$ cat src/rtl/cr_timer16_pkg.sv
package cr_timer16_pkg;
  typedef enum logic [1:0] {
    MODE_RELOAD  = 2'd0,
    MODE_CAPTURE = 2'd1,
    MODE_UPDOWN  = 2'd2,
    MODE_BAUD    = 2'd3
  } tmrMode_e;

  typedef struct packed {
    logic     step;
    logic     dirUp;
    logic     trigFall;
    tmrMode_e mode;
    logic     clkOutEn;
    logic     rxSel;
    logic     txSel;
  } tmrStrobe_t;

  localparam int CTRL_W    = 8;
  localparam int B_RUN     = 0;
  localparam int B_EXTCNT  = 1;
  localparam int B_CAPSEL  = 2;
  localparam int B_TRIGEN  = 3;
  localparam int B_RXBAUD  = 4;
  localparam int B_TXBAUD  = 5;
  localparam int B_UPDN    = 6;
  localparam int B_CLKOUT  = 7;
endpackage

$ cat src/rtl/cr_timer16_ctrl.sv
module cr_timer16_ctrl
  import cr_timer16_pkg::*;
#(
  parameter int TIMER_DIV = 12,
  parameter int FAST_DIV  = 2
) (
  input  logic              clk,
  input  logic              rstN,
  input  logic              tick,
  input  logic              cntPin,
  input  logic              trigPin,
  input  logic              ctrlWe,
  input  logic [CTRL_W-1:0] ctrlWdata,
  output tmrStrobe_t        strb
);
  localparam int PRE_W = $clog2(TIMER_DIV);
  localparam logic [PRE_W-1:0] SLOW_LIM = PRE_W'(TIMER_DIV - 1);
  localparam logic [PRE_W-1:0] FAST_LIM = PRE_W'(FAST_DIV - 1);

  logic [CTRL_W-1:0] ctrlQ;
  logic [PRE_W-1:0]  preQ, preLim;
  logic              trigS, cntS;
  logic              run, fast, useExt, preHit, cntFall;
  tmrMode_e          mode;

  always_ff @(posedge clk) begin
    if (!rstN) ctrlQ <= '0;
    else if (ctrlWe) ctrlQ <= ctrlWdata;
  end

  assign run    = ctrlQ[B_RUN];
  assign fast   = ctrlQ[B_RXBAUD] | ctrlQ[B_TXBAUD] | ctrlQ[B_CLKOUT];
  assign useExt = ctrlQ[B_EXTCNT] & ~fast;
  assign preLim = fast ? FAST_LIM : SLOW_LIM;
  assign preHit = tick && (preQ >= preLim);

  always_comb begin
    if (ctrlQ[B_RXBAUD] | ctrlQ[B_TXBAUD]) mode = MODE_BAUD;
    else if (ctrlQ[B_CAPSEL])              mode = MODE_CAPTURE;
    else if (ctrlQ[B_UPDN])                mode = MODE_UPDOWN;
    else                                   mode = MODE_RELOAD;
  end

  // shared prescaler, held at zero while stopped
  always_ff @(posedge clk) begin
    if (!rstN || !run) preQ <= '0;
    else if (tick && !useExt) preQ <= preHit ? '0 : preQ + PRE_W'(1);
  end

  // pin samplers, updated once per tick
  always_ff @(posedge clk) begin
    if (!rstN) begin
      trigS <= 1'b0;
      cntS  <= 1'b0;
    end else if (tick) begin
      trigS <= trigPin;
      cntS  <= cntPin;
    end
  end

  assign cntFall = tick & cntS & ~cntPin;

  always_comb begin
    strb.step     = run & (useExt ? cntFall : preHit);
    strb.dirUp    = (mode != MODE_UPDOWN) | trigPin;
    strb.trigFall = tick & trigS & ~trigPin & ctrlQ[B_TRIGEN];
    strb.mode     = mode;
    strb.clkOutEn = ctrlQ[B_CLKOUT];
    strb.rxSel    = ctrlQ[B_RXBAUD];
    strb.txSel    = ctrlQ[B_TXBAUD];
  end

  // the prescaler restarts from zero, so no step in the first running cycle
  a_r2_no_step_on_start: assert property (@(posedge clk) disable iff (!rstN)
    ($rose(run) && !useExt) |-> !strb.step);

  // an edge needs the pin to have been seen high on an earlier tick
  a_r4_fall_after_high: assert property (@(posedge clk) disable iff (!rstN)
    (strb.trigFall && $past(rstN)) |-> $past(trigPin || trigS));
endmodule

$ cat src/rtl/cr_timer16_dp.sv
module cr_timer16_dp
  import cr_timer16_pkg::*;
#(
  parameter int W        = 16,
  parameter int BAUD_DIV = 16
) (
  input  logic         clk,
  input  logic         rstN,
  input  tmrStrobe_t   strb,
  input  logic         t1Ovf,
  input  logic         cntWe,
  input  logic [W-1:0] cntWdata,
  input  logic         capWe,
  input  logic [W-1:0] capWdata,
  input  logic         flagWe,
  input  logic [1:0]   flagWdata,
  output logic [W-1:0] count,
  output logic [W-1:0] capture,
  output logic         ovfFlag,
  output logic         extFlag,
  output logic         irq,
  output logic         rxTick,
  output logic         txTick,
  output logic         clkOut
);
  localparam int DIV_W = $clog2(BAUD_DIV);
  localparam logic [DIV_W-1:0] DIV_LAST = DIV_W'(BAUD_DIV - 1);

  logic [W-1:0] cntQ, capQ;
  logic         ovfQ, extQ, clkQ;
  logic         atMax, atCap, wrap, edgeAct, isUpdn;
  logic [1:0]   src, tickQ;

  assign isUpdn  = (strb.mode == MODE_UPDOWN);
  assign atMax   = (cntQ == '1);
  assign atCap   = (cntQ == capQ);
  assign wrap    = strb.step & (strb.dirUp ? atMax : atCap);
  assign edgeAct = strb.trigFall & ~isUpdn;

  always_ff @(posedge clk) begin
    if (!rstN) cntQ <= '0;
    else if (cntWe) cntQ <= cntWdata;
    else if (edgeAct && strb.mode == MODE_RELOAD) cntQ <= capQ;
    else if (strb.step) begin
      if (strb.dirUp) begin
        if (!atMax) cntQ <= cntQ + W'(1);
        else if (strb.mode == MODE_CAPTURE) cntQ <= '0;
        else cntQ <= capQ;
      end else begin
        cntQ <= atCap ? '1 : cntQ - W'(1);
      end
    end
  end

  always_ff @(posedge clk) begin
    if (!rstN) capQ <= '0;
    else if (capWe) capQ <= capWdata;
    else if (edgeAct && strb.mode == MODE_CAPTURE) capQ <= cntQ;
  end

  always_ff @(posedge clk) begin
    if (!rstN) begin
      ovfQ <= 1'b0;
      extQ <= 1'b0;
    end else if (flagWe) begin
      ovfQ <= flagWdata[0];
      extQ <= flagWdata[1];
    end else begin
      ovfQ <= ovfQ | (wrap & (strb.mode != MODE_BAUD));
      extQ <= isUpdn ? (extQ ^ wrap) : (extQ | edgeAct);
    end
  end

  always_ff @(posedge clk) begin
    if (!rstN || !strb.clkOutEn) clkQ <= 1'b0;
    else if (wrap) clkQ <= ~clkQ;
  end

  assign src[0] = strb.rxSel ? wrap : t1Ovf;
  assign src[1] = strb.txSel ? wrap : t1Ovf;

  for (genvar g = 0; g < 2; g++) begin : g_baud
    logic [DIV_W-1:0] divQ;
    always_ff @(posedge clk) begin
      if (!rstN) begin
        divQ     <= '0;
        tickQ[g] <= 1'b0;
      end else begin
        tickQ[g] <= src[g] && (divQ == DIV_LAST);
        if (src[g]) divQ <= (divQ == DIV_LAST) ? '0 : divQ + DIV_W'(1);
      end
    end
  end

  assign count   = cntQ;
  assign capture = capQ;
  assign ovfFlag = ovfQ;
  assign extFlag = extQ;
  assign irq     = ovfQ | (extQ & ~isUpdn);
  assign rxTick  = tickQ[0];
  assign txTick  = tickQ[1];
  assign clkOut  = clkQ;

  // an up-wrap in reload mode restarts from the stored value
  a_r3_reload_on_overflow: assert property (@(posedge clk) disable iff (!rstN)
    (strb.step && strb.dirUp && atMax && strb.mode == MODE_RELOAD && !cntWe)
      |=> (cntQ == $past(capQ)));

  // capture latches the pre-edge count
  a_r5_capture_value: assert property (@(posedge clk) disable iff (!rstN)
    (edgeAct && strb.mode == MODE_CAPTURE && !capWe) |=> (capQ == $past(cntQ)));

  // ordinary down step decrements by one
  a_r6_down_step: assert property (@(posedge clk) disable iff (!rstN)
    (strb.step && !strb.dirUp && !atCap && !cntWe) |=> (cntQ == $past(cntQ) - W'(1)));

  // every up/down wrap flips the external flag
  a_r7_ext_toggles: assert property (@(posedge clk) disable iff (!rstN)
    (isUpdn && wrap && !flagWe) |=> (extQ != $past(extQ)));

  // baud mode never raises the overflow flag
  a_r8_no_ovf_in_baud: assert property (@(posedge clk) disable iff (!rstN)
    (strb.mode == MODE_BAUD && !flagWe && !ovfQ) |=> !ovfQ);

  // baud ticks are single-cycle pulses
  a_r9_rx_single: assert property (@(posedge clk) disable iff (!rstN)
    rxTick |=> !rxTick);

  // the clock output parks low when disabled
  a_r10_clkout_idle: assert property (@(posedge clk) disable iff (!rstN)
    !strb.clkOutEn |=> !clkOut);
endmodule

$ cat src/rtl/cr_timer16.sv
module cr_timer16
  import cr_timer16_pkg::*;
#(
  parameter int W         = 16,
  parameter int TIMER_DIV = 12,
  parameter int FAST_DIV  = 2,
  parameter int BAUD_DIV  = 16
) (
  input  logic              clk,
  input  logic              rstN,
  input  logic              tick,
  input  logic              cntPin,
  input  logic              trigPin,
  input  logic              t1Ovf,
  input  logic              ctrlWe,
  input  logic [CTRL_W-1:0] ctrlWdata,
  input  logic              cntWe,
  input  logic [W-1:0]      cntWdata,
  input  logic              capWe,
  input  logic [W-1:0]      capWdata,
  input  logic              flagWe,
  input  logic [1:0]        flagWdata,
  output logic [W-1:0]      count,
  output logic [W-1:0]      capture,
  output logic              ovfFlag,
  output logic              extFlag,
  output logic              irq,
  output logic              rxTick,
  output logic              txTick,
  output logic              clkOut
);
  tmrStrobe_t strb;

  cr_timer16_ctrl #(.TIMER_DIV(TIMER_DIV), .FAST_DIV(FAST_DIV)) ctrl_i (
    .clk(clk), .rstN(rstN), .tick(tick), .cntPin(cntPin), .trigPin(trigPin),
    .ctrlWe(ctrlWe), .ctrlWdata(ctrlWdata), .strb(strb)
  );

  cr_timer16_dp #(.W(W), .BAUD_DIV(BAUD_DIV)) dp_i (
    .clk(clk), .rstN(rstN), .strb(strb), .t1Ovf(t1Ovf),
    .cntWe(cntWe), .cntWdata(cntWdata), .capWe(capWe), .capWdata(capWdata),
    .flagWe(flagWe), .flagWdata(flagWdata),
    .count(count), .capture(capture), .ovfFlag(ovfFlag), .extFlag(extFlag),
    .irq(irq), .rxTick(rxTick), .txTick(txTick), .clkOut(clkOut)
  );
endmodule

$ cat config.mk
export PLATFORM = sky130hd
export DESIGN_NAME = cr_timer16
export DESIGN_NICKNAME = d
export VERILOG_FILES = /design/src/rtl/cr_timer16_pkg.sv /design/src/rtl/cr_timer16_ctrl.sv /design/src/rtl/cr_timer16_dp.sv /design/src/rtl/cr_timer16.sv
export SDC_FILE = /design/constraint.sdc
export NUM_CORES = 1
export LEC_CHECK = 0
export BUFFER_PORTS_ARGS = -buffer_cell sky130_fd_sc_hd__buf_2
export CAP_MARGIN = 20
export CORE_ASPECT_RATIO = 0.7
export CORE_MARGIN = 3
export CORE_UTILIZATION = 58
export DETAILED_ROUTE_END_ITERATION = 16
export GPL_TIMING_DRIVEN = 0
export PLACE_DENSITY = 0.84
export REMOVE_ABC_BUFFERS = 1
export SLEW_MARGIN = 10
export SYNTH_ARGS = -nofsm -noshare
export SYNTH_HDL_FRONTEND = slang
export SYNTH_SLANG_ARGS = --single-unit
$ cat constraint.sdc
create_clock -name clk -period 4.7 [get_ports clk]
set_clock_uncertainty 0.05 [all_clocks]
set_input_delay 0.94 -clock clk [delete_from_list [all_inputs] [get_ports clk]]
set_output_delay 0.94 -clock clk [all_outputs]
set_load 0.01 [all_outputs]
# After elaboration in Yosys (flattened, before gate mapping)
# Cells that the tools add are included.
dict set report totals {
  reg_bits 59
  elab_cells 88
}
dict set report classes {
  n_mux 23
  magnitude_cmp 1
  bitwise 23
  n_eq_ne 8
  addsub 5
  reduce_logical 15
}
# operator count
set op_table {}
lappend op_table {{16-bit 2-to-1 mux} 9}
lappend op_table {{16-bit by 1-bit adder with 16-bit output (second input constant)} 1}
lappend op_table {{16-bit == test} 1}
lappend op_table {{16-bit == test (second input constant)} 1}
lappend op_table {{4-bit 2-to-1 mux} 4}
lappend op_table {{16-bit by 1-bit subtractor with 16-bit output (second input constant)} 1}
lappend op_table {{4-bit by 1-bit adder with 4-bit output (second input constant)} 3}
lappend op_table {{1-bit bitwise AND} 11}
lappend op_table {{4-bit == test (second input constant)} 2}
lappend op_table {{1-bit 2-to-1 mux} 7}
lappend op_table {{1-bit logical AND} 6}
lappend op_table {{2-bit 2-to-1 mux} 3}
lappend op_table {{1-bit bitwise OR} 6}
lappend op_table {{1-bit inverter} 5}
lappend op_table {{4-bit >= comparator} 1}
lappend op_table {{1-bit zero test} 4}
lappend op_table {{2-bit != test (second input constant)} 2}
lappend op_table {{3-bit nonzero test} 1}
lappend op_table {{2-bit by 1-bit == test with 1-bit output (second input constant)} 1}
lappend op_table {{2-bit == test (second input constant)} 1}
lappend op_table {{2-bit zero test} 1}
lappend op_table {{1-bit logical OR} 2}
lappend op_table {{2-bit nonzero test} 1}
lappend op_table {{1-bit XOR} 1}

# Logic depth before layout (Yosys ltp)
dict set report depth {
  depth_word 11
  mapped_depth 10
  depth_no_buf 8
}

# Hierarchy
# From an unflattened synthesis, not the netlist that was laid out.
dict set report unflattened {
  hier_cells 522
  hier_area_um2 4344.2
}
# module n_inst cells_each area_per_inst_um2
set modules_own_cells {}
lappend modules_own_cells {cr_timer16_dp 1 447 3624.7}
lappend modules_own_cells {cr_timer16_ctrl 1 75 719.4}

# Worst setup path after synthesis
# No wires, ideal clock.
dict set report synth_timing {
  kind {register -> register}
  from {reg ctrl_i.ctrlQ[4]}
  to {reg dp_i.cntQ[4] (netlist: dp_i.count[4])}
  arrival_ps 2488
  path_buffers 1
  synth_period_minus_slack_ps 2655
  stages_incl_launch_ff 10
  slack_ps 2045
  required_ps 4533
  cell_sequence {dfxtp_1 > buf_2 > or3_1 > ha_1 > a211o_1 > a21o_1 > o2111a_2 > nor2_1 > nor2_1 > a32o_1}
}
dict set report synth_via {
  elab_chain_len 9
  elab_cells_between_ends 25
  cone_classes {1 x order compare; 3 x eq/ne; 9 x mux; 8 x bitwise; 4 x reduce/logical}
}
# item line
set synth_lines {}
lappend synth_lines {{from (decl)} cr_timer16_ctrl.sv:20} ;# logic [CTRL_W-1:0] ctrlQ;
lappend synth_lines {{from (signal assigned)} cr_timer16_ctrl.sv:28} ;# else if (ctrlWe) ctrlQ <= ctrlWdata;
lappend synth_lines {{1-bit bitwise OR *} {cr_timer16_ctrl.sv:32, cr_timer16_ctrl.sv:38}}
lappend synth_lines {{parallel branches: the longest is 8 deep, another holds 4-bit >= comparator} -}
lappend synth_lines {{to (signal assigned)} cr_timer16_dp.sv:42} ;# else if (cntWe) cntQ <= cntWdata;
lappend synth_lines {{to (signal assigned)} cr_timer16_dp.sv:43} ;# else if (edgeAct && strb.mode == MODE_RELOAD) cntQ <= capQ;
lappend synth_lines {{to (signal assigned)} cr_timer16_dp.sv:46} ;# if (!atMax) cntQ <= cntQ + W'(1);
lappend synth_lines {{to (decl)} cr_timer16_dp.sv:29} ;# logic [W-1:0] cntQ, capQ;
# Mark *: on every way between the ends. The select of a mux whose other input is x is not followed.
# A chain may end at the register's enable or synchronous reset.

# Worst setup path in the final report
# Ends and elaborated chain as after synthesis.

==> flow_summary.json <==
{
  "outcome": "finished, final reports clean",
  "async_flop_share": 0,
  "min_period_ns": 3.325,
  "grt_max_degree": 67,
  "cts_root_buf": "clkbuf_8",
  "gr-total-overflow": 0,
  "clk_latency_ns": 0.35,
  "r2r-start": "ctrl_i.ctrlQ[4]",
  "cp-endpoint": "dp_i.count[4]",
  "period_share": 0.7075,
  "grt_pass1_vias": 4014,
  "top_level_ports": 90,
  "die_height_um": 78.14,
  "wl_per_cell_um": 18.72,
  "ys.flop_type": "dfxtp_1",
  "cp.required_ns": 4.89,
  "synth_area_leaders": "dfxtp_1 (27%), mux2i_1 (6.5%), xor2_1 (5.1%), o21ai_0 (4.8%), nand2_1 (4.7%)",
  "preCtsSetupSlack_ns": 1.508,
  "worstPathMaxFanout": 15,
  "clk_path_buf_depth": 2,
  "post_cts_buffers": 0,
  "portBuffers": 89,
  "ys_warn_count": 0,
  "dp_hpwl_um": 9150,
  "drt-pass1-iter-count": 5,
  "slew_violations": 0,
  "fin_hold_ws_ns": 0.4318,
  "synthesis.area_mm2": 0.004312,
  "cts_tree": "done",
  "worst_ep_arrival_time_ns": 3.51,
  "drt-initial-drc-count": 508,
  "dpl_cell_area_mm2": 0.004686,
  "wirelength_um": 13260,
  "rsz0062_at_grt": "no",
  "critical_path.endpoint_type": "register",
  "cp-start-kind": "register",
  "place.gp.congestion": 0.9644,
  "hold_class": "register to register",
  "die-area_mm2": 0.008521,
  "maxCapViolCount": 0,
  "synth_top_area_frac": 0.2739,
  "hold_violations": 0,
  "worst_r2r_path_depth": 8,
  "fin_area_mm2": 0.004935,
  "ys_ff_latch": 59,
  "rows": 25,
  "max_slew_margin": 0.2800,
  "grt_pass1_wl_um": 20720,
  "grt_usage": 0.3094,
  "cts.sinks": 59,
  "max_clock_freq_mhz": 300.7,
  "report.final.setup_viol": 0,
  "synth_cell_types": 67,
  "vias": 4560,
  "core_mm2": 0.006975,
  "cts_made_buffers": 9,
  "synth_largest_area_cell": "dfxtp_1",
  "peakVddDrop_v": 0.0001539,
  "clkTransAtPathRegs_ns": 0.08,
  "start_util": 0.6181,
  "area_delta_synth_final_pct": 14.45,
  "critPathLaunch": "ctrl_i.ctrlQ[4]",
  "tightest_slew_ns": 1.072,
  "viasPerCell": 6.441,
  "synth_enable_flop_cells": 0,
  "p_leak_nw": 2.074,
  "setup_slack_ns": 1.375,
  "cts_resized": 0,
  "r2r-end": "dp_i.count[4]",
  "syn_inst": 552,
  "power-per-cell-area_mw_per_mm2": 291.9,
  "drive_gt1_frac": 0.2020,
  "path_class": "register to register",
  "postSynthAreaPerCell_um2": 7.811,
  "fin_nets": 668,
  "antenna_found_initial": 0,
  "die_w_um": 109.1,
  "htree_levels": 3,
  "ys_seq_area_frac": 0.2739,
  "diodes": 0,
  "fin_tns_setup_ns": 0,
  "power_mw": 1.440,
  "cts_hold_buf": 0,
  "drc": 0,
  "ant_nets": 0,
  "r2r_slack_ns": 1.37
}
[metrics by stage]
stage / util / std cells
2_1_floorplan: - / 506
3_3_place_gp: 0.6660 / 689
3_5_place_dp: 0.6717 / 692
4_1_cts: 0.7074 / 708
5_1_grt: 0.7074 / 708
6_report: 0.7074 / 708
[sequential cells by signal (all words and copies together) (netlist names), 4 cells and up]
register          cells
ctrl_i.preQ           4
dp_i.count           16
dp_i.capture         16
ctrl_i.ctrlQ          8
dp_i.g_baud.divQ      8
[worst max-delay path: stages, from the launching register on]
cell and delay (ns):
dfxtp_1 0.46, or3_1 0.46, ha_1 0.29, a211o_1 0.30, a21o_1 0.23, o2111a_2 0.42, nor2_1 0.53, nor2_1 0.17
a32o_1 0.30
[power by group]
part	switching [mW]	total, mW	internal [mW]	leakage (nW)
clock	0.234	0.601	0.368	0.123
combinational	0.137	0.252	0.114	1.47
sequential	0.0608	0.587	0.526	0.485
total	0.432	1.44	1.01	2.07
[logic make-up (layout without fill, tap and decap cells)]
kind of cell,count (synthesis),in the layout,share of synthesized area
AO/OA/AOI/OAI,145,145,0.2232
adder cells (fa/ha/maj),7,7,0.02031
multiplexers,28,28,0.06500
flip-flops,59,59,0.2739
buffers and inverters,59,121,0.06442
XOR/XNOR,39,39,0.07922
AND/OR/NAND/NOR,215,215,0.2739
[worst min-delay path by stage]
stage | from | endpoint | slack [ns] | cells past startpoint
6_report | dp_i.g_baud[1].divQ[3] | dp_i.txTick | 0.43 | 2
5_1_grt | dp_i.g_baud[1].divQ[3] | dp_i.txTick | 0.45 | 2
4_1_cts | dp_i.g_baud[1].divQ[3] | dp_i.txTick | 0.44 | 2
3_5_place_dp | dp_i.g_baud[0].divQ[3] | dp_i.rxTick | 0.42 | 2
3_3_place_gp | dp_i.clkOut | dp_i.clkOut | 0.41 | 2
2_1_floorplan | dp_i.g_baud[0].divQ[3] | dp_i.rxTick | 0.40 | 2
[cells in the mapped netlist, types with 3 or more instances]
cell       n
mux2i_1   28
o211ai_1  15
o21ai_0   41
and3_1     6
nand4_1   10
o221ai_1   3
and2_1    20
inv_1     13
xnor2_1   14
nand3_1   21
nand4b_1   3
buf_4      4
a31oi_1   12
nand2_1   54
nor4_1     7
dfxtp_1   59
xor2_1    25
o21ai_1    7
clkbuf_1  24
a211o_1    3
o31ai_1    5
buf_6      3
a21oi_1   23
nand2b_1   5
nor2b_1   13
nor3b_1    3
ha_1       7
nor3_1    17
nor2_1    31
a21o_1     3
a211oi_1   7
buf_2     15
or3_1      8
[routing by layer]
| layer | share of wire | global-route usage |
|---|---|---|
| met1 | 0.44 | 0.4389 |
| met2 | 0.43 | 0.4571 |
| met3 | 0.12 | 0.08710 |
| met4 | 0.018 | 0.08323 |
| met5 | 0 | 0 |
[cell type report]
class	instances	area, µm²
multi-input combinational	434	2859
fill	562	2041
sequential	59	1181
timing repair buffer	92	479.2
clock buffer	10	137.6
tap	94	117.6
clock inverter	6	111.4
inverter	13	48.80
[placed cells by master, fill, tap and decap left out, drive strengths merged, types with 5 or more instances in the layout]
cell	n
a21oi	23
ha	7
and2	20
nand4	12
nand3	21
o21ai	48
nor2	32
inv	14
o31ai	5
nor4	10
nand2b	5
nor3	19
nand2	54
a211oi	7
xor2	25
xnor2	14
a31oi	14
nor2b	13
and3	6
buf	92
clkbuf	10
o211ai	15
mux2i	28
or3	9
dfxtp	59
Power figures use the tool's default switching activity.
